[src/rtl/farend_fault_pkg.sv]
package farend_fault_pkg;

    localparam int unsigned FLT_ONES_LEN = 84;
    localparam int unsigned FLT_HITS_REQ = 3;

    typedef enum logic {
        GEN_IDLE = 1'b0,
        GEN_SEND = 1'b1
    } gen_state_e;

    typedef struct packed {
        logic hit;
        logic miss;
    } zero_event_t;

    function automatic int unsigned cnt_bits(input int unsigned max_val);
        return (max_val < 2) ? 1 : $clog2(max_val + 1);
    endfunction

endpackage

[src/rtl/fault_run_detect.sv]
module fault_run_detect
    import farend_fault_pkg::*;
#(
    parameter int unsigned ONES_LEN = FLT_ONES_LEN,
    parameter int unsigned HITS_REQ = FLT_HITS_REQ
) (
    input  logic clk,
    input  logic rst,
    input  logic enable,
    input  logic bit_valid,
    input  logic bit_in,
    output logic fault_set
);
    localparam int unsigned RUN_MAX = ONES_LEN + 1;
    localparam int unsigned RW      = cnt_bits(RUN_MAX);
    localparam int unsigned HW      = cnt_bits(HITS_REQ);

    logic [RW-1:0] run_q;
    logic [HW-1:0] hits_q;
    zero_event_t   ev;

    always_comb begin
        ev.hit    = enable && bit_valid && !bit_in && (run_q == RW'(ONES_LEN));
        ev.miss   = enable && bit_valid && !bit_in && (run_q != RW'(ONES_LEN));
        fault_set = ev.hit && (hits_q == HW'(HITS_REQ - 1));
    end

    always_ff @(posedge clk) begin
        if (rst || !enable) begin
            run_q  <= '0;
            hits_q <= '0;
        end else if (bit_valid) begin
            if (bit_in) begin
                if (run_q != RW'(RUN_MAX))
                    run_q <= run_q + 1'b1;
            end else begin
                run_q <= '0;
            end
            if (ev.hit)
                hits_q <= fault_set ? '0 : hits_q + 1'b1;
            else if (ev.miss)
                hits_q <= '0;
        end
    end

endmodule

[src/rtl/fault_flag.sv]
module fault_flag (
    input  logic clk,
    input  logic rst,
    input  logic enable,
    input  logic set_in,
    input  logic rd_clr,
    output logic flag_q
);
    always_ff @(posedge clk) begin
        if (rst || !enable)
            flag_q <= 1'b0;
        else if (set_in)
            flag_q <= 1'b1;
        else if (rd_clr)
            flag_q <= 1'b0;
    end
endmodule

[src/rtl/fault_pattern_gen.sv]
module fault_pattern_gen
    import farend_fault_pkg::*;
#(
    parameter int unsigned ONES_LEN = FLT_ONES_LEN,
    localparam int unsigned CW      = cnt_bits(ONES_LEN)
) (
    input  logic          clk,
    input  logic          rst,
    input  logic          enable,
    input  logic          link_ok,
    input  logic          data_in,
    output logic          data_out,
    output logic          sending,
    output logic [CW-1:0] pos
);
    gen_state_e    state_q;
    logic [CW-1:0] cnt_q;
    logic          at_last;

    assign at_last = (cnt_q == CW'(ONES_LEN));

    always_ff @(posedge clk) begin
        if (rst || !enable) begin
            state_q <= GEN_IDLE;
            cnt_q   <= '0;
        end else begin
            case (state_q)
                GEN_IDLE: begin
                    cnt_q <= '0;
                    if (!link_ok)
                        state_q <= GEN_SEND;
                end
                GEN_SEND: begin
                    if (at_last) begin
                        cnt_q <= '0;
                        if (link_ok)
                            state_q <= GEN_IDLE;
                    end else begin
                        cnt_q <= cnt_q + 1'b1;
                    end
                end
                default: state_q <= GEN_IDLE;
            endcase
        end
    end

    assign sending  = enable && (state_q == GEN_SEND);
    assign pos      = cnt_q;
    assign data_out = sending ? !at_last : data_in;

endmodule

[src/rtl/farend_fault_sig.sv]
module farend_fault_sig
    import farend_fault_pkg::*;
#(
    parameter int unsigned ONES_LEN = FLT_ONES_LEN,
    parameter int unsigned HITS_REQ = FLT_HITS_REQ
) (
    input  logic clk,
    input  logic rst,
    input  logic fiber_en,
    input  logic rx_bit,
    input  logic rx_valid,
    input  logic link_ok,
    input  logic tx_in,
    input  logic status_rd,
    output logic tx_out,
    output logic remote_fault
);
    localparam int unsigned CW = cnt_bits(ONES_LEN);

    logic          fault_set;
    logic          gen_on;
    logic [CW-1:0] gen_cnt;

    fault_run_detect #(.ONES_LEN(ONES_LEN), .HITS_REQ(HITS_REQ)) u_det (
        .clk       (clk),
        .rst       (rst),
        .enable    (fiber_en),
        .bit_valid (rx_valid),
        .bit_in    (rx_bit),
        .fault_set (fault_set)
    );

    fault_flag u_flag (
        .clk    (clk),
        .rst    (rst),
        .enable (fiber_en),
        .set_in (fault_set),
        .rd_clr (status_rd),
        .flag_q (remote_fault)
    );

    fault_pattern_gen #(.ONES_LEN(ONES_LEN)) u_gen (
        .clk      (clk),
        .rst      (rst),
        .enable   (fiber_en),
        .link_ok  (link_ok),
        .data_in  (tx_in),
        .data_out (tx_out),
        .sending  (gen_on),
        .pos      (gen_cnt)
    );

endmodule

[config.mk]
export PLATFORM = sky130hd
export DESIGN_NAME = farend_fault_sig
export DESIGN_NICKNAME = d
export VERILOG_FILES = /design/src/rtl/farend_fault_pkg.sv /design/src/rtl/fault_run_detect.sv /design/src/rtl/fault_flag.sv /design/src/rtl/fault_pattern_gen.sv /design/src/rtl/farend_fault_sig.sv
export SDC_FILE = /design/constraint.sdc
export NUM_CORES = 1
export LEC_CHECK = 0
export BUFFER_PORTS_ARGS = -buffer_cell sky130_fd_sc_hd__buf_2
export CORE_ASPECT_RATIO = 0.7
export CORE_MARGIN = 2
export CORE_UTILIZATION = 45
export DETAILED_ROUTE_END_ITERATION = 10
export HOLD_SLACK_MARGIN = 0.1
export PLACE_DENSITY_LB_ADDON = 0.08
export REMOVE_ABC_BUFFERS = 1
export SETUP_SLACK_MARGIN = 0.5
export SYNTH_ARGS = -nofsm -noshare
export SYNTH_HDL_FRONTEND = slang
export SYNTH_SLANG_ARGS = --single-unit
[constraint.sdc]
create_clock -name clk -period 1.9 [get_ports clk]
set_clock_uncertainty 0.1 [all_clocks]
set_input_delay 0.095 -clock clk [delete_from_list [all_inputs] [get_ports clk]]
set_output_delay 0.095 -clock clk [all_outputs]
set_load 0.05 [all_outputs]
==> results.txt, run 1 <==
- Result of the run: complete, no violations
* CP Launch Type: flip-flop
* Global-route wire length before repair: between 3000 and 4000 um
* Data required time at the worst endpoint: 1.70 ns
- Number of slew-limit violations in the final report: 0
* Combined area of all synthesized cells: 918 um2
- 0 antenna diodes ended up in the layout.
* Sequential cell area: 374 um2
* Via density: 5.34
* Number of antenna violations at the first check in global routing: 0
- Final count of negative-setup-slack endpoints: 0
* Number of flip-flops and latches in the synthesized netlist: 18
* Area of the multi-input gates: between 600 and 700 um2
* Max H-tree Level: 1
* Synthesis warning total: 0
* Antenna viol nets, final: 0
- Category of the worst setup path capture point: primary output
- Power spread over the standard cell area amounts to 500 mW/mm2.
- Clock root buffer: clkbuf_4
* Class of the worst hold path: in -> reg
* Vertical die dimension: approximately 42 um
* Final HPWL DP: 1240 um
* Count of routing violations after the opening detailed-route iteration: 21
* Fraction of layout instances using a drive strength above 1: around two fifths
* Ys flop type: dfxtp_1
* Crit path DAT: around 1.3 ns
- Grt ovf: 0
- In this run, synthesis inferred 0 flip-flops with an integrated enable.
* IR drop worst, VDD: 0.449 mV
* Clock tree from TritonCTS: built
* Fraction of the yosys area taken by sequential cells: around 39%
- Category of the most critical setup path: reg -> out
* Maximum root-to-sink buffer count: 2
* Maximum number of pins on one net before global-route repair: 14
- Insertion delay of the later-clocked pin in the worst-skew pair: 0.29 ns
* Number of distinct library cell variants in the gate-level netlist after synthesis: 30
* Slew HR: between 60% and 70%
* Maxcap violations: 0
* Wire length per cell: around 13 um
- Leak pwr: slightly below 0.5 nW
- Fin util: 67.4%
- The smallest clock period supported by the final layout is computed as about 1.5 ns.
- Buffers placed on the I/O ports in this run total 9.
- Max frequency: roughly 680 MHz
- The initial utilization of the core area, before any placement, comes to between 40% and 50%.
- Per-instance average area after synthesis: 9.09 um2
- Clock transition time at the flip-flop clock pins of the worst setup and hold paths: approximately 0.10 ns
* Filler Cells Inserted: around 150
- Site Rows: 13
- RD Place Congestion: approximately 0.75
- The number of global-route vias before repair was approximately 700.
- Share of the cycle needed by the critical path after routing: slightly below 80%
- The die is ~58 um wide.
* DR vias: 795
- In the final design database the tool counted around 140 nets.
- Summed negative setup slack over all endpoints: 0 ns
* Wire length after detailed routing: around 1900 um
- Ports placed on the boundary: 10
* RSZ-0062 raised after global routing: true
* Clock sink count: 18
* Async SR Flop Fraction: 0%
- Number of CTS-inserted buffers: 3
- Area of the die: between 0.002 and 0.0025 mm2
- Tot GR Track Use: around 16%
- At the pin with the least slew margin, the transition time is slightly below 0.5 ns.
* Post-synth top area cell: dfxtp_1
- By area the synthesized netlist is led by dfxtp_1 (39%), ha_1 (6.8%), nand3_1 (5.4%), a21oi_1 (4.9%), nand3b_1 (4.1%).
- Crit Path Max Fanout: 2
- The cell count after synthesis came out at around 100.
- From synthesis to final layout, the design area changed by 38.6%.
- The floorplan step defined a core boundary enclosing between 0.0015 and 0.002 mm2.
- Count of TritonRoute iterations in the first routing pass: 6
* Remaining design rule violation count: 0
* Area share of the largest cell type after synthesis: about two fifths
- The number of hold violations in the final report came to 0.
## area by class of cell
class                      instances  share of cell area, %
multi-input combinational         76                   49.2
tap                               22                   2.16
timing repair buffer              25                   15.8
inverter                           5                   1.67
clock buffer                       3                   1.77
sequential                        18                   29.4
## registers in the layout, indices dropped and copies added, names as in the netlist
signal	count
u_det.hits_q	2
u_gen.state_q	1
u_det.run_q	7
u_flag.flag_q	1
u_gen.pos	7
## stage by stage
step / instances / power [mW] / instance area [um2] / hold WS, ns / setup slack [ns]
final: 149 / 0.636 / 1270 / 0.116 / 0.426
after CTS: 144 / 0.634 / 1120 / 0.105 / 0.417
after detailed placement: 130 / 0.435 / 975 / 0.177 / 0.428
after global placement: 130 / 0.435 / 975 / 0.175 / 0.489
after floorplan: 99 / 0.417 / 902 / 0.0869 / 0.144
after global routing: 149 / 0.666 / 1270 / 0.143 / 0.380
## layer usage
| metal | vias up | global-route usage [%] | routed length, um |
|---|---|---|---|
| met1 | 355 | 24.6 | 985 |
| li1 | 422 | - | - |
| met5 | - | 0 | 0 |
| met3 | 0 | 5.61 | 84 |
| met2 | 18 | 22.3 | 832 |
| met4 | 0 | 4.19 | 0 |
## logic make-up after synthesis
family          share of synthesized area [%]
compound gates                           13.8
xor+xnor                                 3.82
fa+ha+maj                                6.81
buf+inv                                  3.81
flops                                    39.2
mux                                      3.27
simple gates                             29.3
## report_power, final
part           internal, mW  switching [mW]
registers             0.378         0.00346
logic                0.0342          0.0343
clock network        0.0738           0.113
total                 0.486           0.151
## synth_stat cells, types with 2 or more instances
library cell  count
a21oi_1           9
and4b_1           2
dfxtp_1          18
ha_1              5
inv_1             5
mux2i_1           3
nand2_1           5
nand2b_1          2
nand3_1          10
nand3b_1          5
nand4_1           2
nor2_1            7
o21ai_0           5
o21ai_1           2
or3_1             4
xor2_1            3
## worst max-delay path, cell delays in order, from the launching register on
cell,delay (ns)
dfxtp_2,0.35
inv_2,0.05
ha_4,0.16
nand2b_4,0.06
nor2_2,0.04
a31oi_1,0.12
buf_4,0.22
## final timing paths
check,startpoint,end,slack [ns],cells after the start
setup / recovery,u_gen.pos[1]$_SDFF_PP0_,tx_out,0.43,6
hold / removal,fiber_en,u_det.hits_q[1]$_SDFFE_PP0P_,0.12,4
setup reg to reg,u_det.run_q[0]$_SDFFE_PP0P_,u_det.run_q[1]$_SDFFE_PP0P_,0.45,5
hold reg to reg,u_flag.flag_q$_SDFFE_PP0P_,u_flag.flag_q$_SDFFE_PP0P_,0.37,2
## cells in the final DEF (no fill, tap or decap), types with 2 or more instances in the layout
master / Yosys / layout
clkbuf_4: 0 / 3
mux2i_1: 3 / 3
nor2_1: 7 / 5
nand4_1: 2 / 2
nand3b_1: 5 / 5
dfxtp_2: 0 / 5
xor2_1: 3 / 3
buf_4: 0 / 10
dfxtp_1: 18 / 11
dfxtp_4: 0 / 2
or3_1: 4 / 4
ha_4: 0 / 5
inv_2: 0 / 3
nand2_1: 5 / 5
a21oi_1: 9 / 8
o21ai_1: 2 / 2
nor2_2: 0 / 2
dlygate4sd3_1: 0 / 6
o21ai_0: 5 / 5
nand3_1: 10 / 9
buf_2: 1 / 7
## repair_timing
item / 4_1_cts / 5_1_grt
setup endpoints to repair: 5 / 14
pin swaps: 5 / 11
resized for setup: 11 / 25
hold endpoints to repair: 5 / 0
hold buffers: 6 / 0
setup buffers: 5 / 5
No activity file was read; power rests on OpenSTA's default activity.
==> inputs of run 2 (changes only) <==
- clock period: 1.9 -> 1.2 ns (I/O delays scaled with it)
==> run 2 against run 1 <==
Compared with the run above: the run now ends with hold timing, setup timing left; clock-buffer cell count is the same; critical path depth stayed put; cell count grew 6.0%; utilization is 5.9 points higher; cell area increased by 8.8%; via count rose by 13%; die area unchanged; critical path type unchanged; largest power group unchanged; highest routed layer is now met4.
==> results.txt, run 2 (synthesis results as in run 1) <==
- Antenna diode count: 0
- Share of the cycle needed by the critical path after routing: 124%
* Maximum root-to-sink buffer count: 2
* RSZ-0062 raised after global routing: true
* Insertion delay of the later-clocked pin in the worst-skew pair: 0.29 ns
- Fraction of layout instances using a drive strength above 1: 54.4%
* Number of CTS-inserted buffers: 3
* Hold Vio Cnt, Final: 2
* Category of the worst setup path capture point: primary output
- Grt ovf: 0
- Data on the critical path is required at its endpoint by 1.04 ns.
- IR drop worst, VDD: approximately 0.93 mV
- CTS built an H-tree with a depth of 1.
* Vertical die dimension: between 40 and 50 um
* Tot GR Track Use: approximately 22%
* Clock root buffer: clkbuf_4
- Max frequency: 670 MHz
- The path with the worst hold slack has its endpoint at u_flag.flag_q$_SDFFE_PP0P_.
- Leading cell type in the layout, fill and taps excluded: buf_4
- Number of hold buffers added after CTS: 1
* Maximum number of pins on one net before global-route repair: 10
* Min Clock Period, post-route: 1.49 ns
- Number of slew-limit violations in the final report: 0
- Setup violations remaining at the end of the flow were counted as 19.
- Ports placed on the boundary: 10
- On the final layout, the worst hold slack is -0.0760 ns.
* Count of routing violations after the opening detailed-route iteration: 37
- Class of the worst hold path: in -> reg
- Violations in the final reports: hold timing, setup timing
- Post-Place Worst Slack: -0.155 ns
- After layout, the worst setup slack is -0.292 ns.
- In the final design database the tool counted 151 nets.
* Slew HR: between 80% and 90%
- For flop-to-flop paths, the worst setup slack is -0.22 ns.
- Port buffering added 9 buffers.
- Dividing the detail-routed via count by the number of cells gives between 5 and 6.
- Compared with the post-synthesis result, the final layout area differs by 50.7%.
- Area of the core: ~0.0019 mm2
- After clock tree synthesis, the clock-pin slew on the worst setup and hold paths is around 0.10 ns.
* Area of the die: around 0.0024 mm2
- At the end of routability-driven placement, the weighted congestion stood at between 0.9 and 1.
- The number of antenna violations at the first check in global routing was 0.
- Die X-Extent: around 58 um
* DR vias: 896
- The number of global-route vias before repair came to slightly below 900.
- Wire length per cell: about 16 um
- The pre-antenna-repair detailed-routing pass consisted of 4 iterations.
- By startpoint and endpoint, the worst setup path is classified as reg -> out.
* Antenna viol nets, final: 0
- Leak pwr: approximately 0.54 nW
* Critical register-to-register path startpoint: u_gen.pos[1]$_SDFF_PP0_
- The worst register-to-register path ends at u_gen.pos[4]$_SDFF_PP0_.
- Number of standard cells in the layout, taps in and fillers out: 158
* CP Launch Type: flip-flop
- The routed design has ~2600 um of wire.
- STA puts the critical path data arrival time at 1.33 ns.
- The clock drives 18 sinks.
- Of all nets on the critical path, the largest fanout is 2.
- Number of placed instances, taps included: between 100 and 150
- In the routed design, unresolved DRC markers number 0.
* Top library cells by usage in the layout, fill and taps aside: buf_4 (19), dfxtp_1 (12), nand3_1 (9)
- The critical path starts at u_gen.pos[1]$_SDFF_PP0_.
* Worst hold path startpoint: status_rd
- Measured in cells, the most critical reg-to-reg path has a length of 8.
- Starting density of the core: between 40% and 50%
* Power per cell area: 739 mW/mm2
- Max-cap violations in this run came to 0.
* Cells on Worst Hold Path: 3
- Final HPWL DP: ~1400 um
- Global-route wire length before repair: between 4000 and 5000 um
- Clock tree from TritonCTS: built
* Site Rows: 13
- The flow ran to the end, but the final reports show violations.
- Worst slew pin tran: 0.291 ns
## run 2: changes by cell type in the layout (fill, tap and decap cells not counted), sizes merged
cell,change
buf,+14
dlygate4sd3,-5
## run 2: where the power goes
part	internal, mW	switching [mW]	leakage (nW)
combinational	0.0530	0.0614	0.382
sequential	0.600	0.00670	0.149
clock	0.117	0.185	0.0138
## run 2: through the flow
stage	utilization (%)	cell area [um2]	power, mW	hold slack, ns	setup TNS [ns]
after floorplan	-	902	0.660	0.0519	-1.06
after global placement	58.0	1090	0.697	0.135	-1.36
after detailed placement	58.0	1090	0.698	0.147	-1.54
after CTS	69.7	1320	1.01	-0.0852	-2.08
after global routing	73.3	1380	1.07	-0.0842	-4.04
final	73.3	1380	1.02	-0.0760	-3.10
## run 2: worst max path at each step
stage | slack (ns) | to | cells past startpoint
2_1_floorplan | -0.52 | tx_out | 5
3_3_place_gp | -0.15 | u_det.run_q[0]$_SDFFE_PP0P_ | 4
3_5_place_dp | -0.16 | tx_out | 6
4_1_cts | -0.24 | tx_out | 6
5_1_grt | -0.38 | tx_out | 6
6_report | -0.29 | tx_out | 6
## run 2: layer usage
| metal | track usage, % | up-vias | wire length [um] |
|---|---|---|---|
| met5 | 0 | - | 0 |
| met4 | 6.51 | 0 | 24 |
| met3 | 8.10 | 4 | 138 |
| met2 | 33.0 | 27 | 1230 |
| met1 | 29.8 | 430 | 1210 |
| li1 | - | 435 | - |
## run 2: worst max-delay path, stage by stage, from the launching register on
cell      delay (ns)
dfxtp_2         0.36
inv_2           0.05
ha_4            0.16
nand2b_4        0.08
nor2_1          0.04
a31oi_1         0.13
buf_4           0.22
## run 2: cell type report
class / instances / area, um2
clock buffers: 3 / 22.5
fillers: 134 / 503
inverters: 5 / 23.8
multi-input cells: 76 / 669
flip-flops and latches: 18 / 370
well taps: 22 / 27.5
repair buffers: 34 / 270
## run 2: repair_timing
action	in CTS	in global routing
buffers inserted	7	1
cloned	0	0
pin swaps	19	3
hold endpoints to repair	5	4
endpoints found under the setup margin	20	20
gates resized for setup	39	14
